==> src/rtl/digit_pack_pkg.sv <==
package digit_pack_pkg;
  typedef enum logic [2:0] {
    OP_HOLD,
    OP_INSERT,
    OP_ALIGN,
    OP_DRAIN,
    OP_CLEAR
  } sh_op_e;

  typedef enum logic [1:0] {
    ST_COLLECT,
    ST_ALIGN,
    ST_READY,
    ST_DRAIN
  } seq_st_e;
endpackage

==> src/rtl/char_limit.sv <==
module char_limit #(
  parameter int NUM_DIGITS = 11,
  localparam int CNT_W = $clog2(NUM_DIGITS + 1)
) (
  input  logic [CNT_W-1:0] max_chars_i,
  output logic [CNT_W-1:0] lim_o
);
  localparam logic [CNT_W-1:0] FullC = CNT_W'(NUM_DIGITS);

  // out-of-range limit means a full word
  always_comb begin
    if (max_chars_i == '0 || max_chars_i > FullC) lim_o = FullC;
    else lim_o = max_chars_i;
  end
endmodule

==> src/rtl/digit_shreg.sv <==
module digit_shreg
  import digit_pack_pkg::*;
#(
  parameter int DIGIT_W    = 4,
  parameter int NUM_DIGITS = 11
) (
  input  logic               clk_i,
  input  logic               rst_ni,
  input  sh_op_e             op_i,
  input  logic [DIGIT_W-1:0] char_i,
  output logic               lsb_o
);
  localparam int WORD_W = DIGIT_W * NUM_DIGITS;

  logic [WORD_W-1:0] word_q;
  logic [WORD_W-1:0] word_d;

  for (genvar i = 0; i < NUM_DIGITS; i++) begin : g_dig
    logic [DIGIT_W-1:0] up_dig;
    logic               up_bit;
    logic [DIGIT_W-1:0] dig_d;

    if (i == NUM_DIGITS - 1) begin : g_top
      assign up_dig = (op_i == OP_INSERT) ? char_i : '0;
      assign up_bit = 1'b0;
    end else begin : g_mid
      assign up_dig = word_q[(i+1)*DIGIT_W +: DIGIT_W];
      assign up_bit = word_q[(i+1)*DIGIT_W];
    end

    always_comb begin
      unique case (op_i)
        OP_INSERT, OP_ALIGN: dig_d = up_dig;
        OP_DRAIN:            dig_d = {up_bit, word_q[i*DIGIT_W+1 +: DIGIT_W-1]};
        OP_CLEAR:            dig_d = '0;
        default:             dig_d = word_q[i*DIGIT_W +: DIGIT_W];
      endcase
    end

    assign word_d[i*DIGIT_W +: DIGIT_W] = dig_d;
  end

  always_ff @(posedge clk_i or negedge rst_ni) begin
    if (!rst_ni) word_q <= '0;
    else         word_q <= word_d;
  end

  assign lsb_o = word_q[0];
endmodule

==> src/rtl/word_seq.sv <==
module word_seq
  import digit_pack_pkg::*;
#(
  parameter int DIGIT_W    = 4,
  parameter int NUM_DIGITS = 11,
  localparam int CNT_W = $clog2(NUM_DIGITS + 1)
) (
  input  logic               clk_i,
  input  logic               rst_ni,
  input  logic [DIGIT_W-1:0] char_i,
  input  logic               char_valid_i,
  input  logic [DIGIT_W-1:0] fill_code_i,
  input  logic [CNT_W-1:0]   lim_i,
  output sh_op_e             op_o,
  output logic               out_valid_o,
  output logic               word_ready_o,
  output logic               busy_o
);
  localparam int WORD_W = DIGIT_W * NUM_DIGITS;
  localparam int BIT_W  = $clog2(WORD_W);
  localparam logic [CNT_W-1:0] FullC   = CNT_W'(NUM_DIGITS);
  localparam logic [BIT_W-1:0] LastBit = BIT_W'(WORD_W - 1);

  seq_st_e           st_q, st_d;
  logic [CNT_W-1:0]  cnt_q, cnt_d, cnt_inc;
  logic [CNT_W-1:0]  gap_q, gap_d;
  logic [BIT_W-1:0]  bit_q, bit_d;
  logic              accept, is_fill;

  assign accept  = char_valid_i && (st_q == ST_COLLECT);
  assign is_fill = (char_i == fill_code_i);
  assign cnt_inc = cnt_q + 1'b1;

  always_comb begin
    st_d  = st_q;
    cnt_d = cnt_q;
    gap_d = gap_q;
    bit_d = bit_q;
    op_o  = OP_HOLD;
    unique case (st_q)
      ST_COLLECT: begin
        if (accept) begin
          if (is_fill) begin
            // fill is dropped; remaining digits are zero-shifted
            gap_d = FullC - cnt_q;
            st_d  = ST_ALIGN;
          end else begin
            op_o  = OP_INSERT;
            cnt_d = cnt_inc;
            if (cnt_inc >= lim_i) begin
              gap_d = FullC - cnt_inc;
              st_d  = (cnt_inc == FullC) ? ST_READY : ST_ALIGN;
            end
          end
        end
      end
      ST_ALIGN: begin
        op_o  = OP_ALIGN;
        gap_d = gap_q - 1'b1;
        if (gap_q == CNT_W'(1)) st_d = ST_READY;
      end
      ST_READY: begin
        st_d  = ST_DRAIN;
        bit_d = '0;
      end
      ST_DRAIN: begin
        op_o  = OP_DRAIN;
        bit_d = bit_q + 1'b1;
        if (bit_q == LastBit) begin
          op_o  = OP_CLEAR;
          cnt_d = '0;
          bit_d = '0;
          st_d  = ST_COLLECT;
        end
      end
      default: st_d = ST_COLLECT;
    endcase
  end

  always_ff @(posedge clk_i or negedge rst_ni) begin
    if (!rst_ni) begin
      st_q  <= ST_COLLECT;
      cnt_q <= '0;
      gap_q <= '0;
      bit_q <= '0;
    end else begin
      st_q  <= st_d;
      cnt_q <= cnt_d;
      gap_q <= gap_d;
      bit_q <= bit_d;
    end
  end

  assign out_valid_o  = (st_q == ST_DRAIN);
  assign word_ready_o = (st_q == ST_READY);
  assign busy_o       = (st_q != ST_COLLECT);
endmodule

==> src/rtl/digit_word_packer.sv <==
module digit_word_packer
  import digit_pack_pkg::*;
#(
  parameter int DIGIT_W    = 4,
  parameter int NUM_DIGITS = 11,
  localparam int CNT_W = $clog2(NUM_DIGITS + 1)
) (
  input  logic               clk_i,
  input  logic               rst_ni,
  input  logic [DIGIT_W-1:0] char_i,
  input  logic               char_valid_i,
  input  logic [DIGIT_W-1:0] fill_code_i,
  input  logic [CNT_W-1:0]   max_chars_i,
  output logic               ser_o,
  output logic               out_valid_o,
  output logic               word_ready_o,
  output logic               busy_o
);
  sh_op_e           op;
  logic [CNT_W-1:0] lim;
  logic             lsb;

  char_limit #(.NUM_DIGITS(NUM_DIGITS)) u_limit (
    .max_chars_i(max_chars_i),
    .lim_o      (lim)
  );

  word_seq #(.DIGIT_W(DIGIT_W), .NUM_DIGITS(NUM_DIGITS)) u_seq (
    .clk_i       (clk_i),
    .rst_ni      (rst_ni),
    .char_i      (char_i),
    .char_valid_i(char_valid_i),
    .fill_code_i (fill_code_i),
    .lim_i       (lim),
    .op_o        (op),
    .out_valid_o (out_valid_o),
    .word_ready_o(word_ready_o),
    .busy_o      (busy_o)
  );

  digit_shreg #(.DIGIT_W(DIGIT_W), .NUM_DIGITS(NUM_DIGITS)) u_shreg (
    .clk_i (clk_i),
    .rst_ni(rst_ni),
    .op_i  (op),
    .char_i(char_i),
    .lsb_o (lsb)
  );

  assign ser_o = out_valid_o & lsb;
endmodule

==> config.mk <==
export PLATFORM = sky130hd
export DESIGN_NAME = digit_word_packer
export DESIGN_NICKNAME = d
export VERILOG_FILES = /design/src/rtl/digit_pack_pkg.sv /design/src/rtl/char_limit.sv /design/src/rtl/digit_shreg.sv /design/src/rtl/word_seq.sv /design/src/rtl/digit_word_packer.sv
export SDC_FILE = /design/constraint.sdc
export NUM_CORES = 1
export LEC_CHECK = 0
export ABC_AREA = 1
export BUFFER_PORTS_ARGS = -buffer_cell sky130_fd_sc_hd__buf_2
export CORE_MARGIN = 3
export CORE_UTILIZATION = 50
export DETAILED_ROUTE_END_ITERATION = 12
export PLACE_DENSITY_LB_ADDON = 0.25
export SETUP_SLACK_MARGIN = 0.4
export SYNTH_ARGS = -nofsm -noshare
export SYNTH_HDL_FRONTEND = slang
export SYNTH_HIERARCHICAL = 1
export SYNTH_SLANG_ARGS = --single-unit
==> constraint.sdc <==
create_clock -name clk_i -period 2.29 [get_ports clk_i]
set_input_delay 0.229 -clock clk_i [delete_from_list [all_inputs] [get_ports clk_i]]
set_output_delay 0.229 -clock clk_i [all_outputs]
set_load 0.02 [all_outputs]
# Word-level counts from Yosys, hierarchy flattened
# Index checks and enable logic that the tools add are counted.
[op_classes] addsub=5 mul=0 n_div=0 order_cmp=2 eq_ne=16 n_shift=0 n_mux=34 bitwise=1 reduce_logical=13
[ops] cell="4-bit case mux with 3 select lines" n=11
[ops] cell="4-bit two-way mux" n=8
[ops] cell="4-bit case mux with 2 select lines" n=2
[ops] cell="2-bit two-way mux" n=6
[ops] cell="6-bit case mux with 2 select lines" n=1
[ops] cell="3-bit case mux with 3 select lines" n=1
[ops] cell="2-bit case mux with 4 select lines" n=1
[ops] cell="4-bit AND reduction" n=2
[ops] cell="2-bit nonzero test" n=4
[ops] cell="4-bit subtractor (first input constant)" n=2
[ops] cell="6-bit by 1-bit adder with 6-bit output (second input constant)" n=1
[ops] cell="3-bit by 2-bit equality test with 1-bit output (second input constant)" n=2
[ops] cell="6-bit equality test (second input constant)" n=1
[ops] cell="3-bit two-way mux" n=2
[ops] cell="6-bit two-way mux" n=1
[ops] cell="2-bit by 1-bit != test with 1-bit output (second input constant)" n=3
[ops] cell="4-bit by 1-bit adder with 4-bit output (second input constant)" n=1
[ops] cell="2-bit equality test (second input constant)" n=2
[ops] cell="4-bit by 1-bit equality test with 1-bit output (second input constant)" n=1
[ops] cell="4-bit equality test" n=1
[ops] cell="4-bit equality test (second input constant)" n=1
[ops] cell="4-bit greater-or-equal comparator" n=1
[ops] cell="4-bit greater-than comparator (second input constant)" n=1
[ops] cell="4-bit zero test" n=1
[ops] cell="other kinds (14)" n=14
[word_totals] regBits=60 latch_bits=0 ramBits=0 mem_bits_ro=0 inputBits=15 wordCells=76 memories=0

# Depth between registers and ports, before layout
[logic_depth] ltp_word=8 ltp_mapped=16

# Cells and area by module
# The synthesis kept the hierarchy.
[by_module_without_submodules] module="digit_shreg" n_inst=1 cells_each=330 area_each_um2=2298.5
[by_module_without_submodules] module="word_seq" n_inst=1 cells_each=203 area_each_um2=1390.1
[by_module_without_submodules] module="char_limit" n_inst=1 cells_each=12 area_each_um2=53.8
[by_module_without_submodules] module="digit_word_packer" n_inst=1 cells_each=2 area_each_um2=7.5

# Least setup slack after synthesis
# OpenSTA, ideal clock, no wires.
[synth_timing] kind="flip-flop to flip-flop" startpoint="reg u_seq.st_q[0]" endpoint="reg u_shreg.word_q[0]" arrival_time_ns=2.204 slack_ns=-0.031 path_stages_with_launch=14 path_buffers=3 period_less_slack_ns=2.321 cell_sequence="dfrtp_1 ha_1 clkbuf_1 nand2_4 a21oi_1 nand2_2 nand2_1 nand2_1 buf_4 buf_6 nand2_1 nand2_1 nand2_1 nand2_1"
[synth_rtl] item="start: declaration" line="word_seq.sv:24" source="seq_st_e st_q, st_d;"
[synth_rtl] item="start signal: assignment" line="word_seq.sv:87" source="st_q <= st_d;"
[synth_rtl] item="2-bit equality test *"
[synth_rtl] item="net out_valid_o" line="digit_word_packer.sv:15" source="output logic out_valid_o,"
[synth_rtl] item="3-bit case mux with 3 select lines *" line="word_seq.sv:40" source="unique case (st_q)"
[synth_rtl] item="net op[0]" line="digit_word_packer.sv:19" source="sh_op_e op;"
[synth_rtl] item="3-bit by 2-bit equality test with 1-bit output / 3-bit by 1-bit equality test with 1-bit output (equally long branches)" line="digit_shreg.sv:32" source="unique case (op_i)"
[synth_rtl] item="2-bit OR reduction" line="digit_shreg.sv:32"
[synth_rtl] item="4-bit case mux with 3 select lines / 3-bit nonzero test (equally long branches)"
[synth_rtl] item="end signal: assignment" line="digit_shreg.sv:45" source="else word_q <= word_d;"
[synth_rtl] item="end: declaration" line="digit_shreg.sv:15" source="logic [WORD_W-1:0] word_q;"
# Mark *: on every way through the listed nets, which the timed path passes. The rest lies on a longest branch.
# A chain may end at the register's enable or synchronous reset.

# Worst setup path after layout
[layout_timing] startpoint="reg u_seq.bit_q[2]" endpoint="reg u_shreg.word_q[43]"
[layout_via] elab_chain_cells=6
[layout_lines] item="start: declaration" line="word_seq.sv:27" source="logic [BIT_W-1:0] bit_q, bit_d;"
[layout_lines] item="start signal: assignment" line="word_seq.sv:90" source="bit_q <= bit_d;"
[layout_lines] item="6-bit equality test *" line="word_seq.sv:69" source="if (bit_q == LastBit) begin"
[layout_lines] item="3-bit two-way mux *" line="word_seq.sv:69"
[layout_lines] item="3-bit case mux with 3 select lines *" line="word_seq.sv:40"
[layout_lines] item="net op[1]" line="digit_word_packer.sv:19"
[layout_lines] item="3-bit by 1-bit equality test with 1-bit output / 3-bit by 2-bit equality test with 1-bit output (equally long branches)" line="digit_shreg.sv:24, digit_shreg.sv:32"
[layout_lines] item="4-bit two-way mux / 2-bit OR reduction (equally long branches)" line="digit_shreg.sv:24, digit_shreg.sv:32"
[layout_lines] item="4-bit case mux with 3 select lines / 3-bit nonzero test (equally long branches)"
# Marks and branches as above.

==> run summary <==
starting density of the core = 53.4%
CP Buf/Inv Count = 2
ys async rst share = 100%
routed wire length = 9410 um
number of hold violations in the final report = 0
CP most frequent cell = nand2_1
global-route wire length before repair = 14200 um
total congestion overflow = 0
Rel. slew slack = 57.7%
Clk pin slew, worst setup/hold paths = 70 ps
clock power share = 13.9%
Synthesized Nets = 576
number of vias per cell = 5.25
sequence of cells on the critical path = inv_2 > nand2_1 > nor2_2 > nand3_4 > nand2_8 > a21oi_4 > or2_2 > nand3_2 > buf_6 > nand3_1 > nand2_1
post-DP HPWL = 5130 um
Synth area leaders = dfrtp_1, nand2_1, nand3_1
final setup violation count = 0
Net Sw Frac = 45.8%
leak pwr = 0.00265 uW
final core occ = 68.9%
Die Wd = 92.6 um
Comb pwr share = 59.4%
sequential element share of the synthesized area = 40.0%
worst hold margin = 206 ps
Gate Count Post-Synth = 547
max-slew violations = 0
Port Buffer Count = 18
clk buf depth = 2
core area = 7020 um2
die extent in y = 92.6 um
worst endpoint data arrival time = 2220 ps
register area = 1510 um2
largest net degree at the start of global routing = 44
fmax = 514 MHz
Yosys cell types = 29
n_diodes = 0
# IOs = 19
TritonCTS Buffers = 9
RR Startpoint = u_seq/bit_q[2]
CP Launch Type = flop
HP Class = in2reg
main flop type after synthesis = dfrtp_1
initial DRC count = 207
Crit Path Max Fanout = 27
yosys warns = 6
Layout area overhead = 28.9%
Worst path slowest cell = dfrtp_1
Int Pwr = 3690 uW
Pwr Density = 1410 nW/um2
peak supply drop = 0.760 mV
synthesized area per cell = 6.86 um2
clk root buf = clkbuf_8
setup TNS = 0 ps
Switch Pwr = 3120 uW
share of cells above drive strength 1 = 24.1%
skew final = 8.27 ps
Std-Cell Rows = 30
Via Count = 3646
GP Congestion = 0.876
top cell type's share of synthesized area = 40.0%
area of the multi-input gates = 2300 um2
DR WL/cell = 13.6 um
CTS tree = done
Synth Register Bits = 60
Synth Cell Area = 3750 um2
number of global-route vias before repair = 3110
number of detailed-route iterations in the first pass = 5
die area = 8570 um2
All-Layer GR Usage = 20.4%
Max-Cap Viols = 0
CP Class = reg2reg
Period Utilization, post-route = 84.9%
Post-route DRC = 0
Fillers = 546
initial antenna violation count = 0
Skew-Pair Late Insertion Delay = 340 ps
H-tree depth = 3
Final ANT Viol Nets = 0
Worst Path Required = 2560 ps
Largest delay share family, worst path = simple AND/OR/NAND/NOR gates
Setup crit end kind = flop
Worst Setup SP = u_seq/bit_q[2]
post-synth top area cell = dfrtp_1
max incr delay on CP = 390 ps
Worst Max-Slew Pin Slew = 634 ps
RSZ-0062 raised after global routing = true
Period minus WS final = 1940 ps
Sequential Power Share = 26.8%
EDFF count, synth = 0
# nets final = 622
status = complete, no violations
Hold Startpoint = char_i[3]
clock sink total = 60
==> cell type report <==
cell class                      count  share of cell area, %
Clock inverter                      4                   1.01
Sequential cell                    60                   31.2
Timing Repair Buffer               57                   11.3
Tap cell                           96                   2.48
Multi-Input combinational cell    422                   47.6
Clock buffer                       12                   3.00
Inverter                           43                   3.44
==> kinds of logic (layout without fill, tap and decap cells) <==
logic type,Yosys count,after routing,synth area share (%)
AO/OA/AOI/OAI,17,17,2.54
XOR/XNOR,6,6,1.40
adder cells (fa/ha/maj),14,14,4.67
buffers and inverters,65,116,7.57
flip-flops,60,60,40.0
AND/OR/NAND/NOR,385,385,43.8
==> synthesized netlist by cell type (2+ instances only) <==
cell and number:
a21oi_1 6, buf_2 17, buf_6 2, clkbuf_1 2, dfrtp_1 60, ha_1 14, inv_1 39, inv_2 4
nand2_1 278, nand2_2 3, nand2_4 3, nand3_1 64, nand3_2 4, nand4_1 5, nor2_1 14, nor2_2 5
nor2_4 3, nor3_1 2, o21ai_0 4, o21ai_1 3, o22ai_1 2, or2_2 2, xnor2_1 3, xor2_1 3
==> timing repair <==
action                                  CTS  global route
hold endpoints to repair                 25             0
setup buffers                            11            12
hold buffers                              1             0
pin swaps                                14            26
gates cloned                              1             5
resized for setup                        30            41
endpoints found under the setup margin   50            50
==> power groups by stage <==
stage | clock network (uW) | registers (uW) | logic (uW)
finish | 945 | 1830 | 4050
global route | 1010 | 1870 | 4440
CTS | 968 | 1800 | 3200
detailed placement | 0 | 1790 | 2850
global placement | 0 | 1780 | 2820
floorplan | 0 | 1700 | 2270
==> flip-flops by register name (all words and copies together), names as in the netlist <==
register	count
u_seq/gap_q	4
u_seq/st_q	2
u_shreg/word_q	44
u_seq/bit_q	6
u_seq/cnt_q	4
==> placed cells by master (no fill, tap or decap), drive strengths merged <==
master and count:
nand2 284, o22ai 2, buf 53, dfrtp 60, nand3b 1, ha 14
nor2 22, clkbuf 15, a22o 1, dlygate4sd3 1, a21oi 7, clkinv 3
inv 43, or2 3, xnor2 3, nand4 5, bufinv 1, xor2 3
nor3 2, nand3 68, o21ai 7
==> tightest hold or removal path, cell delays in order <==
cell and delay (ps):
buf_2 120, nand4_1 90, nand2_1 60
==> path summary, 6_finish.rpt <==
path / to / slack, ps / cells past startpoint
hold reg to reg: u_seq/gap_q[1] / 510 / 2
setup / recovery: u_shreg/word_q[43] / 350 / 11
hold / removal: u_shreg/word_q[43] / 210 / 3
max in group asynchronous: u_seq/st_q[0] / 1210 / 3
setup reg to reg: u_shreg/word_q[43] / 350 / 11
min in group asynchronous: u_shreg/word_q[0] / 450 / 2
==> per-stage QoR <==
stage | setup slack, ps | std cells | cell area, um2 | total power [uW]
3_3_place_gp | 148 | 648 | 4010 | 4600
3_5_place_dp | 114 | 648 | 4010 | 4650
6_report | 346 | 694 | 4830 | 6820
4_1_cts | 382 | 677 | 4450 | 5960
2_1_floorplan | 405 | 547 | 3820 | 3980
5_1_grt | 233 | 694 | 4830 | 7330
==> per-layer routing <==
metal	global-route usage, %	routed length (um)	up-vias
met1	28.1	4180	1710
met5	0	0	-
met3	5.04	563	16
met4	6.81	168	0
li1	-	-	1800
met2	31.3	4490	120
No activity file was read; power rests on OpenSTA's default activity.
